$ cat src/rtl/chunk_byte_buffer.sv
module chunk_byte_buffer #(
  parameter int CHUNK = 16,
  parameter int DEPTH = 32,
  parameter int WIN   = 16,
  localparam int OFF_W  = $clog2(CHUNK),
  localparam int CNT_W  = $clog2(DEPTH + 1),
  localparam int WCNT_W = $clog2(WIN + 1)
) (
  input  logic               clk,
  input  logic               rst_n,
  input  logic               in_valid,
  input  logic [CHUNK*8-1:0] in_data,
  output logic               in_ready,
  input  logic               redir_valid,
  input  logic [OFF_W-1:0]   redir_off,
  input  logic [WCNT_W-1:0]  cons_cnt,
  output logic [WIN*8-1:0]   out_data,
  output logic [WCNT_W-1:0]  out_cnt
);

  logic [7:0]       q   [DEPTH];
  logic [7:0]       q_n [DEPTH];
  logic [CNT_W-1:0] cnt, cnt_n, rem;
  logic [OFF_W-1:0] skip;
  logic             accept;

  assign in_ready = cnt <= CNT_W'(DEPTH - CHUNK);
  assign accept   = in_valid && in_ready && !redir_valid;
  assign rem      = cnt - CNT_W'(cons_cnt);
  assign out_cnt  = (cnt > CNT_W'(WIN)) ? WCNT_W'(WIN) : WCNT_W'(cnt);

  for (genvar g = 0; g < WIN; g++) begin : g_win
    assign out_data[8*g +: 8] = q[g];
  end

  always_comb begin
    for (int i = 0; i < DEPTH; i++) begin
      q_n[i] = 8'h00;
      if (i + int'(cons_cnt) < DEPTH) q_n[i] = q[i + int'(cons_cnt)];
    end
    if (accept) begin
      for (int i = 0; i < DEPTH; i++) begin
        if (i >= int'(rem) && (i - int'(rem) + int'(skip)) < CHUNK)
          q_n[i] = in_data[8*(i - int'(rem) + int'(skip)) +: 8];
      end
    end
    if (redir_valid)  cnt_n = '0;
    else if (accept)  cnt_n = rem + CNT_W'(CHUNK) - CNT_W'(skip);
    else              cnt_n = rem;
  end

  always_ff @(posedge clk) begin
    if (!rst_n) begin
      cnt  <= '0;
      skip <= '0;
    end else begin
      cnt <= cnt_n;
      if (redir_valid) skip <= redir_off;
      else if (accept) skip <= '0;
    end
    q <= q_n;
  end

  p_cons_limit_r3: assert property (@(posedge clk) disable iff (!rst_n)
    !redir_valid |-> cons_cnt <= out_cnt);

  p_drain_r3: assert property (@(posedge clk) disable iff (!rst_n)
    (!redir_valid && !(in_valid && in_ready)) |=> cnt == $past(cnt) - CNT_W'($past(cons_cnt)));

  p_flush_r6: assert property (@(posedge clk) disable iff (!rst_n)
    redir_valid |=> out_cnt == '0);

  p_no_overflow_r9: assert property (@(posedge clk) disable iff (!rst_n)
    cnt <= CNT_W'(DEPTH));

  p_no_bubble_r8: assert property (@(posedge clk) disable iff (!rst_n)
    (in_valid && in_ready && !redir_valid && cons_cnt == out_cnt) |=> out_cnt != '0);

  p_ready_r4: assert property (@(posedge clk) disable iff (!rst_n)
    !in_ready |-> out_cnt == WCNT_W'(WIN));

endmodule

$ cat config.mk
export PLATFORM = sky130hd
export DESIGN_NAME = chunk_byte_buffer
export DESIGN_NICKNAME = d
export VERILOG_FILES = /design/src/rtl/chunk_byte_buffer.sv
export SDC_FILE = /design/constraint.sdc
export NUM_CORES = 2
export LEC_CHECK = 0
export ABC_CLOCK_PERIOD_IN_PS = 6700
export BUFFER_PORTS_ARGS = -buffer_cell sky130_fd_sc_hd__buf_4
export CAP_MARGIN = 40
export CORE_ASPECT_RATIO = 0.75
export CORE_UTILIZATION = 35
export CTS_CLUSTER_SIZE = 30
export DETAILED_ROUTE_END_ITERATION = 8
export GPL_TIMING_DRIVEN = 0
export PLACE_DENSITY = 0.49
export REMOVE_ABC_BUFFERS = 1
export SYNTH_ARGS = -nofsm -noshare
export SYNTH_HDL_FRONTEND = slang
export SYNTH_SLANG_ARGS = --single-unit
$ cat constraint.sdc
create_clock -name clk -period 6.7 [get_ports clk]
set_clock_uncertainty 0.2 [all_clocks]
set_input_delay 0.67 -clock clk [delete_from_list [all_inputs] [get_ports clk]]
set_output_delay 0.67 -clock clk [all_outputs]
set_load 0.05 [all_outputs]
# == Yosys cells after proc, flatten, opt, wreduce, memory -nomap -nowiden ==
# Index checks and enable logic that the tools add are counted.
# totals
in_bits,141
rom_bits,0
ram_bits,0
elab_cells,529
register_bits,266
latchBits,0
n_memories,0
# classes
n_eq_ne,0
addsub,98
magnitude_cmp,130
n_mul,0
div,0
mux,165
n_shift,32
bitwise,33
reduce_logical,37
# op_table
op,n
$shiftx A128 B11 Y8,32
$bmux W8 S5,32
$ge A32 B6 Y1 const B,32
$mux W8,128
$lt A32 B7 Y1 const B,31
$not A6 Y32,31
$add A7 B5 Y8,32
$lt A8 B6 Y1 const B,32
$mux W256,1
$sub A5 B6 Y7 const A,16
$add A5 B5 Y6 const A,16
$ge A5 B6 Y1 const A,16
$sub A4 B6 Y7 const A,8
$add A4 B5 Y6 const A,8
$ge A4 B6 Y1 const A,8
$logic_and A1 B1 Y1,34
$not A5 Y32,1
$sub A3 B6 Y7 const A,4
$add A3 B5 Y6 const A,4
$ge A3 B6 Y1 const A,4
$sub A1 B6 Y7 const A,2
$sub A2 B6 Y7 const A,2
$add A2 B5 Y6 const A,2
$ge A1 B6 Y1 const A,2
other kinds (15),17

# == Depth between registers and ports, before layout ==
# depth
depth_word,8
depth_mapped,24
ltp_nobuf,18

# == Worst setup path after synthesis ==
# No wires, ideal clock.
# synth_timing
kind,input to register
startpoint,input port cons_cnt[1]
endpoint,"register q, in the netlist out_data[40]"
arrival_ns,5.751
setup_ns,0.130
path_stages,18
required_time_ns,6.370
path_buffers,5
slack_ns,0.620
path_cell_list,buf_2 -> buf_2 -> buf_1 -> inv_1 -> fa_1 -> xor2_2 -> clkbuf_1 -> ha_1 -> clkbuf_1 -> xnor2_1 -> ha_1 -> or3b_1 -> or4_1 -> or4_1 -> a311oi_1 -> a31oi_1 -> a21oi_2 -> o22ai_1
# synth_rtl
item,line_no,text
"start, declared",16,"input logic [WCNT_W-1:0] cons_cnt,"
"end signal, assigned",61,q <= q_n;
"end, declared",21,logic [7:0] q [DEPTH];

==> results.toml <==
[detailed_routing]
drt_iter0_markers = 5364
routed_via_density = 6.839
drc = 0
wl_per_cell_microns = 35.90
dr.pass1.iters = 7
via_count = 35390
routed_wl_microns = 185800
drtAntennaViolNets = 0

[power_and_ir_drop]
leakage_nw = 16.59
peakVddDrop_uv = 236.5
p_sw_share_pct = 58.07
p_sw_w = 0.01171
power_frac_seq_pct = 12.0
total_power_w = 0.02017
internal-power_w = 0.008459
p_per_area_mw_per_mm2 = 487.1
p_comb_share_pct = 77.7
p_clk_share_pct = 10.3

[die]
initial_utilization_pct = 35.63
core_area_sq_mm = 0.09810
fp.dieW_microns = 366.9
die_area_sq_mm = 0.1011
rows = 99
die_h_microns = 275.7
io_pins = 275

[logic_synthesis]
synth_compound_area_share_pct = 14.89
syn_area_sq_mm = 0.03495
synth_xor_area_share_pct = 2.141
synthMuxAreaShare_pct = 46.48
synth-simple-area-share_pct = 11.86
netlist_instances = 3680
ys.warnings.count = 0
ys_types = 99
synth_top_family_by_area = "multiplexers"
synth-seq-area-share_pct = 15.24
synthArstFlopShare_pct = 0
synth-seq-cells = 266
ys.flop_type = "dfxtp_1"
synth_edf_count = 0
synth_fa_ha_area_share_pct = 2.843
avgSynthCellArea_sq_um = 9.497

[layout]
syn2layout_area_growth_pct = 18.49
final_nets = 4050
final_cells = 5175
drive_above_1_share_pct = 34.91

[cts]
cts_root_buffer = "clkbuf_16"
path_clk_slew_ns = 0.07
cts.sink_count = 266
postCtsHoldBufs = 0
cts_buffers = 37
cts_tree = "done"
h-tree-depth = 2
clock_insertion_delay_worst_skew_ns = 0.60
clockBufferDepth = 3

[run_status]
status = "complete, no violations"

[placement]
dp.cells = 5088
gp_congestion = 1.003
hpwl_microns = 145300
port_buffers = 274

[sta]
fin_crit_sh_pct = 98.36
finalHoldViolCount = 0
finalCriticalPeriod_ns = 6.590
rsz0062_at_grt = "false"
tightest_slew_ns = 1.133
setup-tns-final_ns = 0
slew_headroom_pct = 24.25
maxSlewViolCount = 0
fmaxAchievable_mhz = 151.7
finalSetupViolations = 0
fin_hold_ws_ns = 0.1502

[worst_setup_path]
r2r_slack_ns = 0.70
crit_path_end_kind = "flop"
cp-start-kind = "input pin"
required_ns = 6.83
crit_path_top_delay_cell = "nand2_1"
critPathKind = "input pin to flop"
path_max_fanout = 46
worstPathArrival_ns = 6.72
critical_path.max_stage_delay_ns = 0.82
worstPathCellList = "buf_6 -> inv_4 -> buf_12 -> ha_1 -> xnor2_4 -> buf_16 -> clkinv_2 -> buf_12 -> and2_0 -> nor2_1 -> inv_1 -> ha_1 -> a21o_1 -> o21ai_0 -> nand4_2 -> nand2_1 -> o32ai_1"

[grt]
grt_pass1_wl_microns = 250100
grt_pass1_vias = 31250
grt_overflow = 0
grtUsageTotal_pct = 35.27
grt_max_degree = 100
antenna_found_initial = 7

[run]
maxCapViolations = 0

[min_path]
hold_path_class = "input pin to flop"
## worst paths after layout
kind                    start            to  depth (start not counted)
setup / recovery  cons_cnt[3]  out_data[76]                         17
hold reg to reg       skip[0]       skip[0]                          3
hold / removal          rst_n       skip[3]                          2
setup reg to reg       cnt[0]   out_data[7]                         17
## flip-flops by register name, summed over array words and instances, names as in the netlist
| name | cells |
|---|---|
| cnt | 6 |
| out_data | 128 |
| q | 128 |
| skip | 4 |
## synth_stat cells, drive strengths merged, types with 21 or more instances
cell type  number  area share [%]
a211oi         21            0.54
a21o           32            0.71
a21oi         142             2.1
buf           259             4.6
clkbuf        130             1.4
dfxtp         266              15
ha             69             2.5
inv            47            0.50
mux2          181             5.8
mux2i         375              11
mux4          464              30
nand2         532             5.7
nand2b         26            0.47
nand3          58            0.86
nor2          208             2.3
nor3           41            0.62
o21ai         323             4.7
o22ai         128             2.3
o31ai          23            0.56
o32ai          30            0.75
xnor2          56             1.4
xor2           26            0.69
## timing repair
item | CTS | global route
hold endpoints to repair | 0 | 0
cloned | 0 | 1
gates resized for setup | 10 | 11
endpoints found under the setup margin | 113 | 52
setup buffers | 0 | 1
## final cells by class
| class | instances | area, sq um |
|---|---|---|
| Tap cell | 1313 | 1643 |
| Multi-Input combinational cell | 2977 | 27960 |
| Clock buffer | 53 | 1117 |
| Clock inverter | 11 | 97.59 |
| Antenna cell | 3 | 7.507 |
| Fill cell | 9561 | 56690 |
| Inverter | 48 | 193.9 |
| Sequential cell | 266 | 5325 |
| Timing Repair Buffer | 504 | 5069 |
## layer usage
layer | global-route usage (%) | routed length (microns) | share of wire, %
met5 | 3.068 | 592 | 0.32
met4 | 13.63 | 8520 | 4.6
met3 | 19.31 | 30740 | 17
met2 | 47.73 | 72180 | 39
met1 | 46.01 | 73740 | 40
## logic make-up (layout without fill, tap and decap cells)
kind of cell / count (synthesis) / after routing
multiplexers: 1020 / 1020
AO/OA/AOI/OAI: 837 / 837
adder cells (fa/ha/maj): 76 / 76
buffers and inverters: 437 / 616
XOR/XNOR: 82 / 82
other: 0 / 3
flip-flops: 266 / 266
AND/OR/NAND/NOR: 962 / 962
## critical path, delay by kind of cell
family                     cells  cell delay, ns
buffers and inverters          7            1.91
and+or+nand+nor                4            1.89
adders and majority gates      2            0.93
AOI/OAI and AO/OA              3            0.82
xor gates and xnor gates       1            0.36
## cell usage in the layout, fill, tap and decap left out, types with 22 or more instances in the layout
master / count
xnor2_1: 29
nand2_1: 530
ha_1: 63
nand3_1: 56
buf_8: 51
mux2_2: 181
inv_1: 42
clkbuf_16: 39
a21o_1: 31
buf_4: 324
o22ai_1: 127
o21ai_0: 310
a21oi_1: 126
nor2_1: 204
buf_2: 22
o32ai_1: 30
mux2i_1: 374
nor3_1: 39
xnor2_2: 25
dfxtp_1: 266
nand2b_1: 25
mux4_2: 464
buf_6: 60
buf_16: 29
## power by group through the flow
| stage | Combinational, W | Clock, W | Sequential [W] |
|---|---|---|---|
| after floorplan | 0.00720 | 0 | 0.00292 |
| after global placement | 0.0133 | 0 | 0.00241 |
| after detailed placement | 0.0144 | 0 | 0.00241 |
| after CTS | 0.0145 | 0.00206 | 0.00238 |
| after global routing | 0.0159 | 0.00212 | 0.00244 |
| final | 0.0157 | 0.00208 | 0.00243 |
## stage by stage
stage	cell area, sq um	worst slack [ns]	util [%]
detailed placement	39970	-1.325	40.74
CTS	41220	0.05193	42.02
finish	41410	0.1100	42.21
global route	41400	0.01847	42.20
floorplan	32840	-0.7803	-
global placement	36540	-6.737	37.25
(Power assumes the default switching activity.)
